### src/rtl/tlbm_pkg.sv
package tlbm_pkg;
  localparam int unsigned XLEN = 32;
  typedef logic [XLEN-1:0] word_t;

  localparam int unsigned SR_MD = 30;
  localparam int unsigned SR_RB = 29;
  localparam int unsigned SR_BL = 28;

  localparam logic [11:0] CODE_LOAD  = 12'h040;
  localparam logic [11:0] CODE_STORE = 12'h060;

  function automatic logic [11:0] miss_code(input logic store);
    return store ? CODE_STORE : CODE_LOAD;
  endfunction

  function automatic word_t sr_on_entry(input word_t s);
    word_t r;
    r = s;
    r[SR_MD] = 1'b1;
    r[SR_RB] = 1'b1;
    r[SR_BL] = 1'b1;
    return r;
  endfunction

  function automatic word_t return_pc(input word_t pc, input word_t br, input logic ds);
    return ds ? br : pc;
  endfunction
endpackage

### src/rtl/tlbm_way_sel.sv
module tlbm_way_sel #(
  parameter int unsigned WAYS = 4,
  localparam int unsigned RC_W = $clog2(WAYS)
) (
  input  logic [WAYS-1:0] way_vld_i,
  input  logic [RC_W-1:0] rc_i,
  output logic [RC_W-1:0] rc_next_o,
  output logic            all_vld_o
);
  always_comb begin
    all_vld_o = &way_vld_i;
    rc_next_o = rc_i + RC_W'(1);
    for (int w = WAYS - 1; w >= 0; w--) begin
      if (!way_vld_i[w]) rc_next_o = RC_W'(w);
    end
  end
endmodule

### src/rtl/tlbm_capture.sv
module tlbm_capture
  import tlbm_pkg::*;
#(
  parameter int unsigned ASID_W  = 8,
  parameter int unsigned VPN_LSB = 10,
  parameter int unsigned RC_W    = 2
) (
  input  logic              clk,
  input  logic              rst_n,
  input  logic              take_i,
  input  word_t             va_i,
  input  logic              is_store_i,
  input  word_t             pc_i,
  input  logic              dslot_i,
  input  word_t             br_pc_i,
  input  word_t             sr_i,
  input  logic [ASID_W-1:0] asid_i,
  input  logic [RC_W-1:0]   rc_next_i,
  output word_t             pteh_o,
  output word_t             tea_o,
  output logic [11:0]       expevt_o,
  output word_t             spc_o,
  output word_t             ssr_o,
  output word_t             sr_o,
  output logic [RC_W-1:0]   rc_o
);
  localparam int unsigned GAP_W = VPN_LSB - ASID_W;

  function automatic word_t pteh_word(input word_t va, input logic [ASID_W-1:0] asid);
    return {va[XLEN-1:VPN_LSB], {GAP_W{1'b0}}, asid};
  endfunction

  always_ff @(posedge clk) begin
    if (!rst_n) begin
      pteh_o   <= '0;
      tea_o    <= '0;
      expevt_o <= '0;
      spc_o    <= '0;
      ssr_o    <= '0;
      sr_o     <= '0;
      rc_o     <= '0;
    end else if (take_i) begin
      pteh_o   <= pteh_word(va_i, asid_i);
      tea_o    <= va_i;
      expevt_o <= miss_code(is_store_i);
      spc_o    <= return_pc(pc_i, br_pc_i, dslot_i);
      ssr_o    <= sr_i;
      sr_o     <= sr_on_entry(sr_i);
      rc_o     <= rc_next_i;
    end
  end
endmodule

### src/rtl/tlbmiss_entry.sv
module tlbmiss_entry
  import tlbm_pkg::*;
#(
  parameter int unsigned WAYS    = 4,
  parameter int unsigned ASID_W  = 8,
  parameter int unsigned VPN_LSB = 10,
  parameter logic [31:0] VEC_OFS = 32'h0000_0400,
  localparam int unsigned RC_W   = $clog2(WAYS)
) (
  input  logic              clk,
  input  logic              rst_n,
  input  logic              miss_i,
  input  logic [31:0]       va_i,
  input  logic              is_store_i,
  input  logic [31:0]       pc_i,
  input  logic              dslot_i,
  input  logic [31:0]       br_pc_i,
  input  logic [31:0]       sr_i,
  input  logic [31:0]       vbr_i,
  input  logic [ASID_W-1:0] asid_i,
  input  logic [WAYS-1:0]   way_vld_i,
  output logic [31:0]       pteh_o,
  output logic [31:0]       tea_o,
  output logic [11:0]       expevt_o,
  output logic [31:0]       spc_o,
  output logic [31:0]       ssr_o,
  output logic [31:0]       sr_o,
  output logic [RC_W-1:0]   rc_o,
  output logic [31:0]       redir_pc_o,
  output logic              redir_vld_o,
  output logic              err_o
);
  logic            accept_w;
  logic            refuse_w;
  logic            all_vld_w;
  logic [RC_W-1:0] rc_next_w;

  assign accept_w = miss_i & ~sr_i[SR_BL];
  assign refuse_w = miss_i &  sr_i[SR_BL];

  tlbm_way_sel #(.WAYS(WAYS)) u_sel (
    .way_vld_i (way_vld_i),
    .rc_i      (rc_o),
    .rc_next_o (rc_next_w),
    .all_vld_o (all_vld_w)
  );

  tlbm_capture #(.ASID_W(ASID_W), .VPN_LSB(VPN_LSB), .RC_W(RC_W)) u_cap (
    .clk        (clk),
    .rst_n      (rst_n),
    .take_i     (accept_w),
    .va_i       (va_i),
    .is_store_i (is_store_i),
    .pc_i       (pc_i),
    .dslot_i    (dslot_i),
    .br_pc_i    (br_pc_i),
    .sr_i       (sr_i),
    .asid_i     (asid_i),
    .rc_next_i  (rc_next_w),
    .pteh_o     (pteh_o),
    .tea_o      (tea_o),
    .expevt_o   (expevt_o),
    .spc_o      (spc_o),
    .ssr_o      (ssr_o),
    .sr_o       (sr_o),
    .rc_o       (rc_o)
  );

  always_ff @(posedge clk) begin
    if (!rst_n) begin
      redir_vld_o <= 1'b0;
      redir_pc_o  <= '0;
      err_o       <= 1'b0;
    end else begin
      redir_vld_o <= accept_w;
      err_o       <= refuse_w;
      if (accept_w) redir_pc_o <= vbr_i + VEC_OFS;
    end
  end
endmodule

### config.mk
export PLATFORM = sky130hd
export DESIGN_NAME = tlbmiss_entry
export DESIGN_NICKNAME = d
export VERILOG_FILES = /design/src/rtl/tlbm_pkg.sv /design/src/rtl/tlbm_way_sel.sv /design/src/rtl/tlbm_capture.sv /design/src/rtl/tlbmiss_entry.sv
export SDC_FILE = /design/constraint.sdc
export NUM_CORES = 1
export LEC_CHECK = 0
export ABC_CLOCK_PERIOD_IN_PS = 1700
export BUFFER_PORTS_ARGS = -buffer_cell sky130_fd_sc_hd__buf_4
export CORE_AREA = 2 2 151 153
export DETAILED_ROUTE_END_ITERATION = 16
export DIE_AREA = 0 0 153 155
export GPL_TIMING_DRIVEN = 1
export PLACE_DENSITY_LB_ADDON = 0.25
export SLEW_MARGIN = 20
export SYNTH_ARGS = -nofsm -noshare
export SYNTH_HDL_FRONTEND = slang
export SYNTH_HIERARCHICAL = 1
export SYNTH_SLANG_ARGS = --single-unit
### constraint.sdc
create_clock -name clk -period 1.7 [get_ports clk]
set_input_delay 0 -clock clk [delete_from_list [all_inputs] [get_ports clk]]
set_output_delay 0 -clock clk [all_outputs]
set_load 0.05 [all_outputs]
==> results of run 1 <==
## worst max path at each step
stage,startpoint,to,depth (start not counted)
5_1_grt,vbr_i[26],redir_pc_o[29],7
3_5_place_dp,vbr_i[10],redir_pc_o[26],6
6_report,vbr_i[26],redir_pc_o[29],7
2_1_floorplan,vbr_i[10],redir_pc_o[26],6
4_1_cts,vbr_i[24],redir_pc_o[31],7
3_3_place_gp,vbr_i[10],redir_pc_o[28],6
## timing repair
item                                    CTS  global route
endpoints found under the setup margin    0             2
buffers inserted                          0             2
hold endpoints to repair                140             0
gates resized for setup                   0             2
hold buffers                            179             0
## area by class of cell
| class | count | share of cell area (%) |
|---|---|---|
| Timing Repair Buffer | 570 | 41.99 |
| Sequential cell | 142 | 24.98 |
| Multi-Input combinational cell | 399 | 24.10 |
| Clock buffer | 19 | 3.980 |
| Tap cell | 285 | 3.133 |
| Clock inverter | 12 | 1.616 |
| Inverter | 5 | 0.2089 |
## per-layer routing
| layer | vias to the layer above | part of all wire [%] | wire, microns |
|---|---|---|---|
| li1 | 3107 | - | - |
| met1 | 2838 | 40 | 8062 |
| met2 | 237 | 51 | 10160 |
| met3 | 24 | 7.7 | 1554 |
| met4 | 0 | 1.4 | 290 |
| met5 | - | 0 | 0 |
## sequential cells by signal (all words and copies together) (netlist names), 2 cells and up
name,cells
redir_pc_o,32
u_cap/spc_o,32
u_cap/ssr_o,32
u_cap/tea_o,32
u_cap/pteh_o,8
u_cap/rc_o,2
## worst max-delay path, delay by kind of cell
family | cells | cell delay [ps]
and+or+nand+nor | 3 | 630
buffers and inverters | 3 | 1230
AOI/OAI and AO/OA | 1 | 150
## report_power, final
part	total [mW]	internal, mW	switching [mW]
Combinational	2.62	1.12	1.50
Sequential	3.63	3.52	0.115
Clock	4.03	2.54	1.48
Total	10.3	7.18	3.10
## stage by stage
step	setup TNS (ps)	utilization [%]	cells	setup slack [ps]
final	0	51.20	1432	30.68
after CTS	0	51.15	1431	37.94
after global routing	-19.41	51.20	1432	-19.41
after global placement	0	40.23	1221	86.89
after floorplan	0	-	653	210.6
after detailed placement	0	40.23	1221	70.47
==> qor.yml, run 1 <==
finish:
  nets: 1313
  final_cell_area_sq_mm: 0.01138
  multi_input_area_sq_mm: 0.002743
  syn_to_final_growth_pct: 79.87
  final_cell_mix: "387 x buf_4, 178 x dlygate4sd3_1, 142 x dfxtp_1, 107 x mux2i_1, 75 x nor2b_1"
  regArea_sq_mm: 0.002843
  fillers: 2030
  antennaDiodeCount: 0
  final_layout_size_suffix_gt1_share_pct: 37.58
  mostFrequentLayoutCell: "buf_4"
detailed_routing:
  postRouteAntennaNets: 0
  dr.pass1.iters: 4
  via_count: 6206
  wl_microns: 20060
  wire_per_inst_microns: 14.01
  drc_errors: 0
  drt_iter0_markers: 171
  via_per_inst: 4.334
floorplan:
  coreArea_sq_mm: 0.02223
  die_x_microns: 153
  io_pins: 385
  start_util_pct: 28.47
  fp.dieH_microns: 155
  fp.dieArea_sq_mm: 0.02372
  rows: 55
global_route:
  grtUsageTotal_pct: 16.15
  grt_most_used_layer: "met2"
  globalRouteOverflowTotal: 0
  use_met3_pct: 5.905
  met2_usage_pct: 28.78
  grtUsageMet1_pct: 17.96
  grt_pass1_wl_microns: 31210
  antenna_found_initial: 0
  grt_max_degree: 85
  grt_pass1_vias: 6124
power_and_ir_drop:
  fin_total_pwr_mw: 10.28
  irDropWorstVdd_mv: 0.5425
  power.leakage_nw: 5.142
  p_per_area_mw_per_mm2: 903.4
placed_design:
  io_buffers: 372
  post-dp-hpwl_microns: 13620
  place_congestion: 0.7895
  placed_cell_area_sq_mm: 0.008941
setup_path:
  path_common_cell: "dlygate4sd3_1"
  worstRegToRegCells: 5
  crit_chain: "dlygate4sd3_1 > buf_4 > and4_4 > nand2_1 > or3_1 > dlygate4sd3_1 > a31oi_1"
  regToRegEndpoint: "u_cap/rc_o[1]"
  start_kind: "input pin"
  reg2reg_from: "u_cap/rc_o[0]"
  required_ps: 2040
  cpMaxStageDelayCell: "dlygate4sd3_1"
  end_kind: "flop"
  cpPeakStageDelay_ps: 570
  path_class: "in2reg"
  r2r_slack_ps: 190
  cp_max_fo: 5
  arrival_ps: 2010
clock_tree:
  root_buffer: "clkbuf_16"
  cts_sinks: 142
  cts_tree: "done"
  htreeDepth: 4
  cts_buffers: 17
  clk_pin_slew_ps: 60
  clk_path_buf_depth: 2
  clk-insertion-delay-late_ps: 410
synthesis:
  synthesis.area_per_instance_sq_um: 9.856
  yosys_warnings: 6
  syn_inst: 642
  syn_area_sq_mm: 0.006327
outcome:
  status: "finished clean"
timing:
  fin_crit_sh_pct: 98.20
  drv_slew: 0
  worst_slew_pin_slew_ps: 548.5
  setup_violations: 0
  fin_skew_ps: 1.138
  max_freq_mhz: 599.0
  finalHoldViolations: 0
  period_minus_slack_ps: 1669
  slew_headroom_pct: 63.21
  worst_hold_slack_ps: 41.62
min_path:
  hold_class: "in2reg"
  hold_end: "redir_pc_o[16]"
  min_path_cells: 4
  hp-start: "vbr_i[15]"
run:
  cap_violations: 0
No activity file was read; power rests on OpenSTA's default activity.
==> run 2, diff against run 1 <==
--- a/config.mk
+++ b/config.mk
@@ -6,10 +6,10 @@
 export NUM_CORES = 1
 export LEC_CHECK = 0
 export ABC_CLOCK_PERIOD_IN_PS = 1700
-export BUFFER_PORTS_ARGS = -buffer_cell sky130_fd_sc_hd__buf_4
-export CORE_AREA = 2 2 151 153
+export CORE_AREA = 2 2 150 152
 export DETAILED_ROUTE_END_ITERATION = 16
-export DIE_AREA = 0 0 153 155
+export DIE_AREA = 0 0 152 154
+export DONT_BUFFER_PORTS = 1
 export GPL_TIMING_DRIVEN = 1
 export PLACE_DENSITY_LB_ADDON = 0.25
 export SLEW_MARGIN = 20
==> run 2 against run 1 <==
  * The run now ends with hold timing left
  * Via count fell by 12%
  * Clock power fell by 6.9%
  * Cell area fell by 15%
  * Non-clock buffer count fell by 233
  * Clock skew fell by 1.0 ps
  * Maximum frequency rose by 8.3%
  * Worst setup slack improved by 130 ps
  * First-iteration DRC count rose by 34%
  * Critical path type unchanged
  * Largest cell class unchanged
  * Largest power group unchanged
==> qor.yml, run 2 (synthesis gave the netlist of run 1 again) <==
floorplan:
  fp.dieH_microns: 154  # -0.65%
  die_x_microns: 152  # -0.65%
  coreArea_sq_mm: 0.02169  # -2.4%
  rows: 54  # -1.8%
  fp.dieArea_sq_mm: 0.02341  # -1.3%
  io_pins: 385  # unchanged
  start_util_pct: 29.17  # +0.71 points
setup_path:
  path_class: "in2reg"
  arrival_ps: 1830  # -180 ps
  end_kind: "flop"
  cp_max_fo: 5  # unchanged
  required_ps: 1990  # -50 ps
  start_kind: "input pin"
detailed_routing:
  wire_per_inst_microns: 15.69  # +12%
  via_per_inst: 4.549  # +5.0%
  via_count: 5431  # -12%
  drt_iter0_markers: 229  # +34%
  wl_microns: 18730  # -6.6%
  postRouteAntennaNets: 0  # unchanged
  dr.pass1.iters: 4  # unchanged
  drc_errors: 0  # unchanged
global_route:
  globalRouteOverflowTotal: 0  # unchanged
  grt_pass1_vias: 5587  # -8.8%
  grt_max_degree: 125  # +47%
  antenna_found_initial: 0  # unchanged
  grt_pass1_wl_microns: 29110  # -6.7%
  grtUsageTotal_pct: 15.27  # -0.88 points
timing:
  fin_crit_sh_pct: 90.68  # -7.5 points
  drv_slew: 0  # unchanged
  worst_hold_slack_ps: -9.995  # -51.62 ps
  worst_slew_pin_slew_ps: 564.2  # +15.65 ps
  tns_ps: 0  # unchanged
  grt_setup_unrepaired: "no"
  finalHoldViolations: 5  # +5
  slew_headroom_pct: 62.70  # -0.51 points
  setup_violations: 0  # unchanged
  max_freq_mhz: 648.7  # +8.3%
  period_minus_slack_ps: 1542  # -127.8 ps
  fin_skew_ps: 0.1116  # -1.026 ps
clock_tree:
  clk_pin_slew_ps: 60  # about the same
  clk_path_buf_depth: 2  # unchanged
  clk-insertion-delay-late_ps: 400  # about the same
  cts_buffers: 17  # unchanged
  cts_tree: "done"
  htreeDepth: 4  # unchanged
  cts_sinks: 142  # unchanged
  root_buffer: "clkbuf_16"
power_and_ir_drop:
  power.leakage_nw: 4.020  # -22%
  p_per_area_mw_per_mm2: 994.9  # +10%
  irDropWorstVdd_mv: 0.5341  # -1.5%
placed_design:
  io_buffers: 0  # -100%
  place_congestion: 0.8044  # +1.9%
  numPlacedInstances: 975  # -20%
  post-dp-hpwl_microns: 12120  # -11%
finish:
  antennaDiodeCount: 0  # unchanged
  fin_cells: 1194  # -17%
  final_layout_size_suffix_gt1_share_pct: 20.79  # -17 points
  fillers: 2015  # -0.74%
  final_cell_mix: "183 x dlygate4sd3_1, 145 x buf_4, 141 x dfxtp_1, 107 x mux2i_1, 75 x nor2b_1"
  nets: 1080  # -18%
  mostFrequentLayoutCell: "dlygate4sd3_1"
  syn_to_final_growth_pct: 52.36
  utilization_pct: 44.45  # -6.8 points
outcome:
  status: "complete, but fails checks"
  violations: "hold timing"
run:
  cap_violations: 0  # unchanged
min_path:
  hold_class: "in2reg"
run 2: changes by cell type in the layout (fill, tap and decap cells not counted), moves of 2 or more:
| cell | delta |
|---|---|
| dlymetal6s4s_1 | +3 |
| clkbuf_8 | -2 |
| o21ai_0 | -2 |
| clkinv_2 | +2 |
| dlygate4sd3_1 | +5 |
| buf_4 | -242 |
| o21ai_1 | +2 |
run 2: layout make-up:
cell class | count | area (sq um) | share of cell area (%)
clock buffers | 18 | 429.2 | 4.452
clock inverters | 13 | 163.9 | 1.700
inverters | 5 | 27.53 | 0.2855
multi-input cells | 399 | 2740 | 28.42
flip-flops and latches | 142 | 2844 | 29.50
well taps | 280 | 350.3 | 3.634
repair buffers | 337 | 3085 | 32.01
run 2: power by group:
part,internal [mW],leakage (nW),switching [mW]
registers,3.51,1.17,0.0807
logic,0.809,2.57,1.43
clock network,2.31,0.287,1.44
total,6.63,4.02,2.96
run 2: routing by layer:
| layer | share of wire [%] | vias to the layer above | GRT usage, % |
|---|---|---|---|
| met1 | 39 | 2506 | 16.07 |
| met4 | 1.9 | 0 | 5.474 |
| met2 | 52 | 259 | 28.42 |
| li1 | - | 2640 | - |
| met3 | 7.4 | 26 | 4.989 |
| met5 | 0 | - | 0 |
run 2: final timing paths:
kind	start	end	slack, ps	cells past startpoint
worst min-delay path	rst_n	redir_pc_o[22]	-10	3
worst max register to register	u_cap/rc_o[0]	u_cap/rc_o[1]	230	5
worst max-delay path	vbr_i[24]	redir_pc_o[25]	160	6
worst min register to register	u_cap/sr_o[30]	u_cap/sr_o[30]	470	1
run 2: through the flow:
stage | cell area (sq um) | power [mW] | hold slack (ps) | setup slack (ps)
3_5_place_dp | 7139 | 5.466 | 100.5 | 89.98
5_1_grt | 9641 | 10.01 | 17.03 | 25.11
4_1_cts | 9622 | 9.717 | -2.547 | 40.24
3_3_place_gp | 7139 | 5.437 | 103.2 | 129.7
6_report | 9641 | 9.591 | -9.995 | 158.4
2_1_floorplan | 6369 | 5.209 | 97.31 | 210.6
run 2: timing repair:
item | CTS | global route
hold buffers | 187 | 0
setup endpoints to repair | 0 | 6
hold endpoints to repair | 141 | 0
gates resized for setup | 0 | 6
buffers inserted | 0 | 1
run 2: critical path, cell delays in order:
cell	delay [ps]
dlygate4sd3_1	640
nand4_1	100
nor4_1	310
xnor2_1	160
dlygate4sd3_1	560
a21oi_1	70
==> run 3, diff against run 2 <==
--- a/config.mk
+++ b/config.mk
@@ -5,10 +5,11 @@
 export SDC_FILE = /design/constraint.sdc
 export NUM_CORES = 1
 export LEC_CHECK = 0
+export ABC_AREA = 1
 export ABC_CLOCK_PERIOD_IN_PS = 1700
-export CORE_AREA = 2 2 150 152
+export CORE_AREA = 2 2 149 151
 export DETAILED_ROUTE_END_ITERATION = 16
-export DIE_AREA = 0 0 152 154
+export DIE_AREA = 0 0 151 153
 export DONT_BUFFER_PORTS = 1
 export GPL_TIMING_DRIVEN = 1
 export PLACE_DENSITY_LB_ADDON = 0.25
==> run 3 against run 2 <==
  * The flow still finishes with violations (hold timing)
  * Final cell count grew 26%
  * Combinational power increased by 15%
  * Maximum frequency shrank 4.3%
  * Wire length grew 16%
  * First-iteration DRC count up 54%
==> qor.yml, run 3 <==
global_route:
  globalRouteOverflowTotal: 0  # unchanged
  grt_most_used_layer: "met2"
  use_met3_pct: 5.015  # +0.026 points
  grt_pass1_vias: 6650  # +19%
  antenna_found_initial: 0  # unchanged
  grtUsageMet1_pct: 19.27  # +3.2 points
  met2_usage_pct: 33.38  # +5.0 points
  grt_pass1_wl_microns: 33210  # +14%
  grtUsageTotal_pct: 18.31  # +3.0 points
  grt_max_degree: 94  # -25%
finish:
  final_layout_size_suffix_gt1_share_pct: 16.63  # -4.2 points
  nets: 1392  # +29%
  syn_to_final_growth_pct: 50.05
  antennaDiodeCount: 0  # unchanged
  mostFrequentLayoutCell: "nor2_1"
  fillers: 2060  # +2.2%
  final_cell_mix: "289 x nor2_1, 191 x dlygate4sd3_1, 143 x buf_4, 141 x dfxtp_1, 140 x nand2_1"
timing:
  finalHoldViolations: 4  # -1
  max_freq_mhz: 620.7  # -4.3%
  slew_headroom_pct: 59.60  # -3.1 points
  fin_crit_sh_pct: 94.77  # +4.1 points
  worst_slew_pin_slew_ps: 606.0  # +41.88 ps
  period_minus_slack_ps: 1611  # +69.59 ps
  worst_hold_slack_ps: -31.99  # -21.99 ps
  drv_slew: 0  # unchanged
  fin_skew_ps: 0.04446  # -0.06711 ps
  grt_setup_unrepaired: "no"
  tns_ps: 0  # unchanged
  setup_violations: 0  # unchanged
  setup_slack_ps: 88.85  # -69.59 ps
clock_tree:
  root_buffer: "clkbuf_16"
  clk-insertion-delay-late_ps: 400  # about the same
  clk_pin_slew_ps: 70  # about the same
  htreeDepth: 4  # unchanged
  clk_path_buf_depth: 2  # unchanged
  cts_buffers: 17  # unchanged
  post-cts-setup-buffer-count: 0  # unchanged
  cts_tree: "done"
  cts_sinks: 142  # unchanged
placed_design:
  place_congestion: 0.8279  # +2.9%
  post-dp-hpwl_microns: 13730  # +13%
  io_buffers: 0  # unchanged
  place_ws_ps: 459.3  # +369.3 ps
setup_path:
  cp_max_fo: 1  # -4
  cpLargestDelayFamily: "buffers and inverters"
  path_buf_inv: 4  # +2
  path_class: "in2reg"
  path_common_cell: "dlygate4sd3_1"
  crit_chain: "dlygate4sd3_1 > nand2_1 > dlygate4sd3_1 > nand3_1 > dlygate4sd3_1 > nand2_1 > inv_1"
  required_ps: 2020  # +30 ps
  start_kind: "input pin"
  arrival_ps: 1930  # +100 ps
  end_kind: "flop"
  cpPeakStageDelay_ps: 580  # -60 ps
  reg2reg_from: "u_cap/rc_o[0]"
  cpMaxStageDelayCell: "dlygate4sd3_1"
  critPathLaunch: "br_pc_i[18]"
min_path:
  hold_class: "in2reg"
  hp-start: "rst_n"
detailed_routing:
  via_count: 6768  # +25%
  wire_per_inst_microns: 14.44  # -8.0%
  via_per_inst: 4.491  # -1.3%
  postRouteAntennaNets: 0  # unchanged
  drt_iter0_markers: 353  # +54%
  dr.pass1.iters: 5  # +1
  drc_errors: 0  # unchanged
  wl_microns: 21760  # +16%
synthesis:
  synthesis.area_per_instance_sq_um: 6.914  # -30%
  yosys_warnings: 6  # unchanged
  syn_area_sq_mm: 0.006630  # +4.8%
  syn_inst: 959  # +49%
power_and_ir_drop:
  intPower_mw: 6.683  # +0.73%
  p_sw_mw: 3.454  # +17%
  seqPwrFrac_pct: 36.0  # -1.5 points
  p_per_area_mw_per_mm2: 1019  # +2.4%
  irDropWorstVdd_mv: 0.6283  # +18%
  power.leakage_nw: 4.750  # +18%
  switching_share_pct: 34.07  # +3.2 points
  fin_total_pwr_mw: 10.14  # +5.7%
  combPwrFrac_pct: 25.5  # +2.1 points
  p_clk_share_pct: 38.5  # -0.6 points
floorplan:
  coreArea_sq_mm: 0.02149  # -0.93%
  die_x_microns: 151  # -0.66%
  io_pins: 385  # unchanged
  rows: 54  # unchanged
  fp.dieArea_sq_mm: 0.02310  # -1.3%
  start_util_pct: 30.86  # +1.7 points
  fp.dieH_microns: 153  # -0.65%
run:
  cap_violations: 0  # unchanged
outcome:
  violations: "hold timing"
  status: "complete, but fails checks"
-- run 3: per-layer routing --
metal | vias to the layer above | part of all wire (%)
li1 | 3400 | -
met1 | 3010 | 39
met2 | 315 | 50
met3 | 43 | 7.5
met4 | 0 | 3.3
met5 | - | 0
-- run 3: power groups by stage --
stage / combinational, mW / clock (mW) / sequential [mW]
floorplan: 1.03 / 0 / 4.51
global placement: 2.14 / 0 / 3.72
detailed placement: 2.15 / 0 / 3.72
CTS: 2.57 / 4.02 / 3.65
global route: 2.74 / 4.18 / 3.67
finish: 2.58 / 3.91 / 3.65
-- run 3: worst paths after layout --
kind | to | depth (start not counted) | slack, ps
worst min-delay path | redir_pc_o[2] | 3 | -30
worst max register to register | u_cap/rc_o[1] | 8 | 200
worst max-delay path | u_cap/spc_o[18] | 7 | 90
worst min register to register | u_cap/ssr_o[17] | 2 | 500
-- run 3: worst min-delay path, delay by kind of cell --
family / cells / cell delay, ps
and+or+nand+nor: 1 / 40
buffers and inverters: 1 / 180
AOI/OAI and AO/OA: 1 / 110
-- run 3: per-stage QoR --
stage | hold WS, ps | instances | instance area, sq um | utilization (%)
floorplan | 89.36 | 970 | 6671 | -
global placement | 97.70 | 1281 | 7373 | 34.32
detailed placement | 102.5 | 1281 | 7373 | 34.32
CTS | 0.4824 | 1507 | 9943 | 46.28
global route | 30.00 | 1507 | 9948 | 46.30
finish | -31.99 | 1507 | 9948 | 46.30
-- run 3: timing repair --
item	4_1_cts	5_1_grt
resized for setup	0	2
hold buffers	194	0
endpoints found under the hold margin	141	0
endpoints found under the setup margin	0	1
-- run 3: final cells by class --
cell class	instances	area, sq um	share of cell area, %
Clock buffer	18	429.2	4.314
Clock inverter	14	181.4	1.824
Tap cell	280	350.3	3.522
Sequential cell	142	2844	28.59
Inverter	74	277.8	2.792
Multi-Input combinational cell	639	2768	27.82
Timing Repair Buffer	340	3098	31.14
